## src/rtl/gpio_pkg.sv

```systemverilog
package gpio_pkg;

    typedef enum logic [1:0] {
        SLOT_PIN  = 2'd0,
        SLOT_DIR  = 2'd1,
        SLOT_DATA = 2'd2,
        SLOT_NONE = 2'd3
    } gpio_slot_e;

endpackage

```

## src/rtl/gpio_sync.sv

```systemverilog
module gpio_sync #(
    parameter int WIDTH  = 8,
    parameter int STAGES = 2
) (
    input  logic             clk,
    input  logic             rst_n,
    input  logic [WIDTH-1:0] raw_in,
    output logic [WIDTH-1:0] synced
);

    localparam int LAST = STAGES - 1;

    typedef struct packed {
        logic [STAGES-1:0][WIDTH-1:0] stage;
    } sync_t;

    sync_t state_d, state_q;

    always_comb begin
        state_d = state_q;
        state_d.stage[0] = raw_in;
        for (int s = 1; s < STAGES; s++) begin
            state_d.stage[s] = state_q.stage[s-1];
        end
    end

    always_ff @(posedge clk or negedge rst_n) begin
        if (!rst_n) begin
            state_q <= '0;
        end else begin
            state_q <= state_d;
        end
    end

    assign synced = state_q.stage[LAST];

    a_r7_first_stage_tracks: assert property (@(posedge clk) disable iff (!rst_n)
        $past(rst_n) |-> (state_q.stage[0] == $past(raw_in)));

endmodule

```

## src/rtl/gpio_regs.sv

```systemverilog
module gpio_regs
    import gpio_pkg::*;
#(
    parameter int WIDTH = 8
) (
    input  logic             clk,
    input  logic             rst_n,
    input  logic             wr_en,
    input  gpio_slot_e       slot,
    input  logic [WIDTH-1:0] wdata,
    output logic [WIDTH-1:0] dir_q,
    output logic [WIDTH-1:0] data_q
);

    typedef struct packed {
        logic [WIDTH-1:0] dir;
        logic [WIDTH-1:0] data;
    } regs_t;

    regs_t regs_d, regs_q;

    always_comb begin
        regs_d = regs_q;
        if (wr_en) begin
            unique case (slot)
                SLOT_PIN:  regs_d.data = regs_q.data ^ wdata;
                SLOT_DIR:  regs_d.dir  = wdata;
                SLOT_DATA: regs_d.data = wdata;
                default:   regs_d      = regs_q;
            endcase
        end
    end

    always_ff @(posedge clk or negedge rst_n) begin
        if (!rst_n) begin
            regs_q <= '0;
        end else begin
            regs_q <= regs_d;
        end
    end

    assign dir_q  = regs_q.dir;
    assign data_q = regs_q.data;

    a_r1_reset_clear: assert property (@(posedge clk)
        !rst_n |-> (dir_q == '0 && data_q == '0));

    a_r3_toggle_flips_ones: assert property (@(posedge clk) disable iff (!rst_n)
        $past(rst_n) && $past(wr_en) && $past(slot) == SLOT_PIN
        |-> (data_q == ($past(data_q) ^ $past(wdata))) && $stable(dir_q));

    a_r8_unused_write_ignored: assert property (@(posedge clk) disable iff (!rst_n)
        $past(rst_n) && $past(wr_en) && $past(slot) == SLOT_NONE
        |-> $stable(dir_q) && $stable(data_q));

endmodule

```

## src/rtl/gpio_padctl.sv

```systemverilog
module gpio_padctl #(
    parameter int WIDTH = 8
) (
    input  logic             clk,
    input  logic             rst_n,
    input  logic [WIDTH-1:0] dir,
    input  logic [WIDTH-1:0] data,
    input  logic             pu_disable,
    output logic [WIDTH-1:0] pad_oe,
    output logic [WIDTH-1:0] pad_out,
    output logic [WIDTH-1:0] pad_pu
);

    for (genvar b = 0; b < WIDTH; b++) begin : g_bit
        always_comb begin
            pad_oe[b]  = dir[b];
            pad_out[b] = dir[b] & data[b];
            pad_pu[b]  = ~dir[b] & data[b] & ~pu_disable;
        end
    end

    a_r4_no_pull_while_driving: assert property (@(posedge clk) disable iff (!rst_n)
        (pad_oe & pad_pu) == '0);

    a_r6_kill_clears_pulls: assert property (@(posedge clk) disable iff (!rst_n)
        pu_disable |-> pad_pu == '0);

endmodule

```

## src/rtl/gpio_toggle_port.sv

```systemverilog
module gpio_toggle_port
    import gpio_pkg::*;
#(
    parameter int WIDTH       = 8,
    parameter int SYNC_STAGES = 2
) (
    input  logic             clk,
    input  logic             rst_n,
    input  logic             bus_sel,
    input  logic             bus_we,
    input  logic [1:0]       bus_addr,
    input  logic [WIDTH-1:0] bus_wdata,
    output logic [WIDTH-1:0] bus_rdata,
    input  logic             pu_disable,
    input  logic [WIDTH-1:0] pad_in,
    output logic [WIDTH-1:0] pad_oe,
    output logic [WIDTH-1:0] pad_out,
    output logic [WIDTH-1:0] pad_pu
);

    typedef struct packed {
        logic [WIDTH-1:0] rdata;
    } rd_t;

    logic             rd_en;
    logic             wr_en;
    gpio_slot_e       slot;
    logic [WIDTH-1:0] pin_val;
    logic [WIDTH-1:0] dir_q;
    logic [WIDTH-1:0] data_q;
    rd_t              rd_d, rd_q;

    assign rd_en = bus_sel & ~bus_we;
    assign wr_en = bus_sel & bus_we;
    assign slot  = gpio_slot_e'(bus_addr);

    gpio_sync #(.WIDTH(WIDTH), .STAGES(SYNC_STAGES)) u_sync (
        .clk    (clk),
        .rst_n  (rst_n),
        .raw_in (pad_in),
        .synced (pin_val)
    );

    gpio_regs #(.WIDTH(WIDTH)) u_regs (
        .clk    (clk),
        .rst_n  (rst_n),
        .wr_en  (wr_en),
        .slot   (slot),
        .wdata  (bus_wdata),
        .dir_q  (dir_q),
        .data_q (data_q)
    );

    gpio_padctl #(.WIDTH(WIDTH)) u_pad (
        .clk        (clk),
        .rst_n      (rst_n),
        .dir        (dir_q),
        .data       (data_q),
        .pu_disable (pu_disable),
        .pad_oe     (pad_oe),
        .pad_out    (pad_out),
        .pad_pu     (pad_pu)
    );

    always_comb begin
        rd_d = rd_q;
        if (rd_en) begin
            unique case (slot)
                SLOT_PIN:  rd_d.rdata = pin_val;
                SLOT_DIR:  rd_d.rdata = dir_q;
                SLOT_DATA: rd_d.rdata = data_q;
                default:   rd_d.rdata = '0;
            endcase
        end
    end

    always_ff @(posedge clk or negedge rst_n) begin
        if (!rst_n) begin
            rd_q <= '0;
        end else begin
            rd_q <= rd_d;
        end
    end

    assign bus_rdata = rd_q.rdata;

    a_r8_rdata_holds: assert property (@(posedge clk) disable iff (!rst_n)
        $past(rst_n) && !$past(rd_en) |-> $stable(bus_rdata));

    a_r8_slot3_reads_zero: assert property (@(posedge clk) disable iff (!rst_n)
        $past(rst_n) && $past(rd_en) && $past(bus_addr) == 2'd3 |-> bus_rdata == '0);

    a_r2_dir_readback: assert property (@(posedge clk) disable iff (!rst_n)
        $past(rst_n) && $past(rd_en) && $past(bus_addr) == 2'd1 |-> bus_rdata == $past(dir_q));

    if (SYNC_STAGES == 2) begin : g_lat_chk
        logic [1:0] warm_q;
        always_ff @(posedge clk or negedge rst_n) begin
            if (!rst_n) begin
                warm_q <= '0;
            end else if (warm_q != 2'd3) begin
                warm_q <= warm_q + 2'd1;
            end
        end
        a_r7_two_cycle_latency: assert property (@(posedge clk) disable iff (!rst_n)
            warm_q == 2'd3 |-> pin_val == $past(pad_in, 2));
    end

endmodule

```

## config.mk

```make
export PLATFORM = sky130hd
export DESIGN_NAME = gpio_toggle_port
export DESIGN_NICKNAME = d
export VERILOG_FILES = /design/src/rtl/gpio_pkg.sv /design/src/rtl/gpio_sync.sv /design/src/rtl/gpio_regs.sv /design/src/rtl/gpio_padctl.sv /design/src/rtl/gpio_toggle_port.sv
export SDC_FILE = /design/constraint.sdc
export NUM_CORES = 1
export LEC_CHECK = 0
export ABC_AREA = 1
export ABC_CLOCK_PERIOD_IN_PS = 800
export BUFFER_PORTS_ARGS = -buffer_cell sky130_fd_sc_hd__buf_2
export CORE_ASPECT_RATIO = 0.9
export CORE_MARGIN = 4
export CORE_UTILIZATION = 25
export CTS_CLUSTER_SIZE = 20
export DETAILED_ROUTE_END_ITERATION = 7
export GPL_TIMING_DRIVEN = 0
export SYNTH_ARGS = -nofsm -noshare
export SYNTH_HDL_FRONTEND = slang
export SYNTH_SLANG_ARGS = --single-unit
```

## constraint.sdc

```tcl
create_clock -name clk -period 0.8 [get_ports clk]
set_input_delay 0.04 -clock clk [delete_from_list [all_inputs] [get_ports clk]]
set_output_delay 0.04 -clock clk [all_outputs]
set_load 0.02 [all_outputs]
```

=== Word-level counts from Yosys, hierarchy flattened ===
Index checks and enable logic that the tools add are counted.

* Memory bits (writable): 0
* Bits in read-only memories: 0
* Bits in registers: 40
* Output and inout port bits: 32
* Latch bits: 0
* Memories kept: 0
* Bits of input ports: 23

* Eq/ne operators: 2
* Div/mod/pow operators: 0
* Multiplexer cells: 2
* Magnitude comparators: 0
* Shift operators: 0
* Multiply operators: 0
* Reduce and logical (&&, ||, !) cells: 4
* Add/subtract/negate cells: 0
* Bitwise gates (word level): 37

{| class="wikitable"
|+ Operators with widths
! operator !! number
|-
| AND 1 bit || 26
|-
| case mux 8 bit (3 select lines) || 1
|-
| case mux 8 bit (2 select lines) || 1
|-
| NOT 1 bit || 10
|-
| XOR 8 bit || 1
|-
| AND reduction 2 bit || 2
|-
| equality test 2 x 1 -> 1 bit (second input constant) || 1
|-
| equality test 2 bit (second input constant) || 1
|-
| zero test 2 bit || 1
|-
| nonzero test 2 bit || 1
|}

=== Longest topological paths before layout ===
* Depth in word-level cells: 3
* Mapped depth: 8
* Depth with buffers taken out: 7

=== Modules after synthesis ===
From an unflattened synthesis, not the netlist that was laid out.

* Cell total of the unflattened synthesis: 235
* Area, all modules: 1898.1 um^2

{| class="wikitable"
|+ Modules (own cells, without submodules)
! module !! cells an instance !! sequential area each (um^2) !! times used !! area an instance (um^2)
|-
| gpio_regs || 96 || 400.4 || 1 || 750.7
|-
| gpio_toggle_port || 74 || 200.2 || 1 || 525.5
|-
| gpio_sync || 16 || 400.4 || 1 || 400.4
|-
| gpio_padctl || 49 || 0.0 || 1 || 221.5
|}

=== Worst setup path before layout ===
Ideal clock, no wire load.

* Kind: reg-to-output
* Start: reg u_regs.regs_q[8] (netlist: u_regs.dir_q[0])
* End: out pad_pu[0]
* Data arrival time: 1004 ps
* Slack: -244 ps
* Cell stages (with the launch flop): 2
* Cell sequence: dfrtp_1 nor3_1

* Word-level cells in the longest chain between the ends: 3

{| class="wikitable"
|+ Ends and longest elaborated chain
! item !! RTL line !! source
|-
| from (decl) || gpio_regs.sv:20 || <nowiki>regs_t regs_d, regs_q;</nowiki>
|-
| from (signal assigned) || gpio_regs.sv:38 || <nowiki>regs_q <= regs_d;</nowiki>
|-
| NOT 1 bit || gpio_padctl.sv:18 || <nowiki>pad_pu[b] = ~dir[b] & data[b] & ~pu_disable;</nowiki>
|-
| AND 1 bit (2 in a row) || gpio_padctl.sv:18 ||
|-
| to (decl) || gpio_toggle_port.sv:18 || <nowiki>output logic [WIDTH-1:0] pad_pu</nowiki>
|}

No other way between the ends.

=== Worst setup path in the final report ===
* Start: reg u_regs.regs_q[7] (netlist: u_regs.data_q[7])
* End: out pad_pu[7]

* Word-level cells in the longest chain between the ends: 2

{| class="wikitable"
|+ Ends and longest elaborated chain
! item !! RTL line
|-
| AND 1 bit (2 in a row) || gpio_padctl.sv:18
|}

No other way between the ends.

==> impl_results.md <==
- Non-Filler Instances: 431
- Adder and majority cell fraction of the synthesized area: 0
- Most frequent cells in the layout: nand2_1 (108), buf_6 (55), dfrtp_1 (26)
- Worst-path clk slew: 70 ps
- Critical Path Source Type: flip-flop
- CTS Sinks: 40
- Area grow syn2layout: 74.20%
- Yosys cell types: 15
- Synthesis-stage register bit count: 40
- Number of global-route vias before repair: 1974
- Finished Cell Area: 3219 um^2
- Initial antenna violation count: 0
- Sum Neg Setup Slack: -8842 ps
- Power after layout: 6.819 mW
- Largest family of logic cells by synthesized area: simple AND/OR/NAND/NOR gates
- Fin crit share: 1.431
- Final hold vios: 40
- CP Class: flip-flop to primary output
- Pin count of the biggest net entering global routing: 41
- Antenna Cells: 0
- CP endpoint kind: primary output
- DR pass1 iterations: 4
- Core ar.: 7112 um^2
- F_max: 0.8735 GHz
- Critical path fanouts, max: 4
- Setup violations, final: 53
- Area of placed instances: 2377 um^2
- Hold crit path type: input port to asynchronous set/reset pin
- CTS Buffer Depth: 2
- Failing checks: hold timing, setup timing
- M1 wire length: 2.443 mm
- Share of layout cells above drive strength 1: 0.5030
- CTS tree: built
- Nets: 360
- Post-CTS Hold Buffers: 8
- RR Startpoint: u_regs.data_q[7]
- RR Endpoint: u_regs.data_q[7]
- Post-Synthesis Cells: 240
- FF-to-FF setup slack: -210 ps
- Die ar.: 8833 um^2
- Unrepaired setup endpoints after global routing: true
- Mean Syn Cell Area: 7.700 um^2
- Max incr delay on CP: 420 ps
- Slew Limit Headroom: 0.4199
- Wire per inst: 12.62 um
- Max layer used: met4
- Mapped Area: 1848 um^2
- Outcome: finished with violations
- Final WL: 5.439 mm
- CTS HTree Levels: 2
- Clk_lat worst skew: 290 ps
- DR iter-0 viols: 50
- Worst hold slack: -129.3 ps
- Slew Limit Fails: 0
- Remaining DRCs: 0
- Clk_skew: 4.552 ps
- Leakage: 1.678 nW
- DR vias: 1878
- Port Buf Inserts: 52
- Max Cap Violations: 0
- Commonest non-fill, non-tap cell in the layout: nand2_1
- Detail Route met3 WL: 268 um
- Root Driver: clkbuf_8
- GRT Overall Usage: 0.1351
- RD Place Congestion: 0.7603
- Hpwl dp: 3.674 mm
- Worst Path Arrival: 1100 ps
- # rows: 29
- First-pass GRT wire length: 9.370 mm
- Final Critical Period: 1145 ps
- Complex-gate fraction of the synthesized area: 0.02167
- Dpl ws: -252.3 ps
- Slowest cell on the critical path: dfrtp_2
- Syn nets: 263
- Die Y: 89.57 um
- GRT overflow: 0
- Power Density: 2118 nW/um^2
- ANT nets after route: 0
- Xor/xnor cell area share of the yosys netlist: 0
- Worst EP required: 760 ps
- Number of I/O pins: 55
- Worst vdd ir: 958.0 uV
- Via-to-Cell Ratio: 4.357
- WL met2: 2.678 mm
- Starting Density: 0.2599
- Inserted Clock Buffers: 5
- Worst-Margin Slew: 870.1 ps
- Crit-path cells: inv_2 -> nor3_4 -> buf_6
- Ys Warns: 0
- Post-layout util: 0.4527
- Filler instances: 719
- Die Wd: 98.63 um
- Final setup margin: -344.8 ps
- Placed Cells: 385
- Sequential share of the synthesized area: 0.5416
- Post-synthesis mux area share: 0
- FF-to-FF path depth: 7
- Post-Synth Simple-Gate Area: 0.3615
critical path, delay by kind of cell, from the launching register on:
kind	cells	cell delay, ps
flops	1	420
simple gates	1	190
buf+inv	2	220
what timing repair did:
item / 4_1_cts / 5_1_grt
pin swaps: 31 / 24
hold endpoints to repair: 48 / 40
setup buffers: 25 / 13
resized for setup: 103 / 32
endpoints found under the setup margin: 48 / 54
layer usage:
layer  up-vias  GRT usage
li1        946          -
met1       878     0.1675
met2        44     0.2388
met3        10    0.03120
met4         0    0.03722
met5         -          0
worst max-delay path by stage:
| stage | to | from | depth (start not counted) | slack [ps] |
|---|---|---|---|---|
| floorplan | u_regs.data_q[0] | u_regs.data_q[0] | 7 | -10 |
| global placement | u_regs.data_q[0] | bus_addr[0] | 6 | -230 |
| detailed placement | u_regs.data_q[5] | bus_addr[0] | 6 | -250 |
| CTS | pad_pu[7] | u_regs.data_q[7] | 3 | -340 |
| global route | pad_pu[7] | u_regs.data_q[7] | 3 | -390 |
| finish | pad_pu[7] | u_regs.data_q[7] | 3 | -340 |
kinds of logic after synthesis:
family | Yosys count
buffers and inverters | 34
and+or+nand+nor | 158
AOI/OAI and AO/OA | 8
DFF | 40
synthesized netlist by cell type (all sizes together):
| cell type | n | share of area |
|---|---|---|
| buf | 3 | 0.011 |
| nand2 | 121 | 0.25 |
| nor2 | 4 | 0.018 |
| inv | 30 | 0.062 |
| o21ai | 8 | 0.022 |
| nand4 | 1 | 0.012 |
| nand3 | 24 | 0.065 |
| dfrtp | 40 | 0.54 |
| clkbuf | 1 | 0.0020 |
| nor3 | 8 | 0.022 |
registers in the layout, indices dropped and copies added (netlist names):
signal	cells
u_sync.synced	8
bus_rdata	8
u_sync.state_d	8
u_regs.data_q	8
u_regs.dir_q	8
report_power, final:
group          switching, mW  internal (mW)
combinational           1.25           1.32
sequential             0.330           2.31
clock                  0.673          0.925
layout make-up:
class / instances / area, um^2 / area share
sequential: 40 / 1018 / 0.3164
clock buffer: 6 / 72.57 / 0.02254
clock inverter: 2 / 35.03 / 0.01088
inverter: 30 / 120.1 / 0.03731
multi-input combinational: 166 / 977.2 / 0.3035
timing repair buffer: 90 / 848.3 / 0.2635
buffer: 4 / 31.28 / 0.009716
tap: 93 / 116.4 / 0.03614
(Power assumes the default switching activity.)
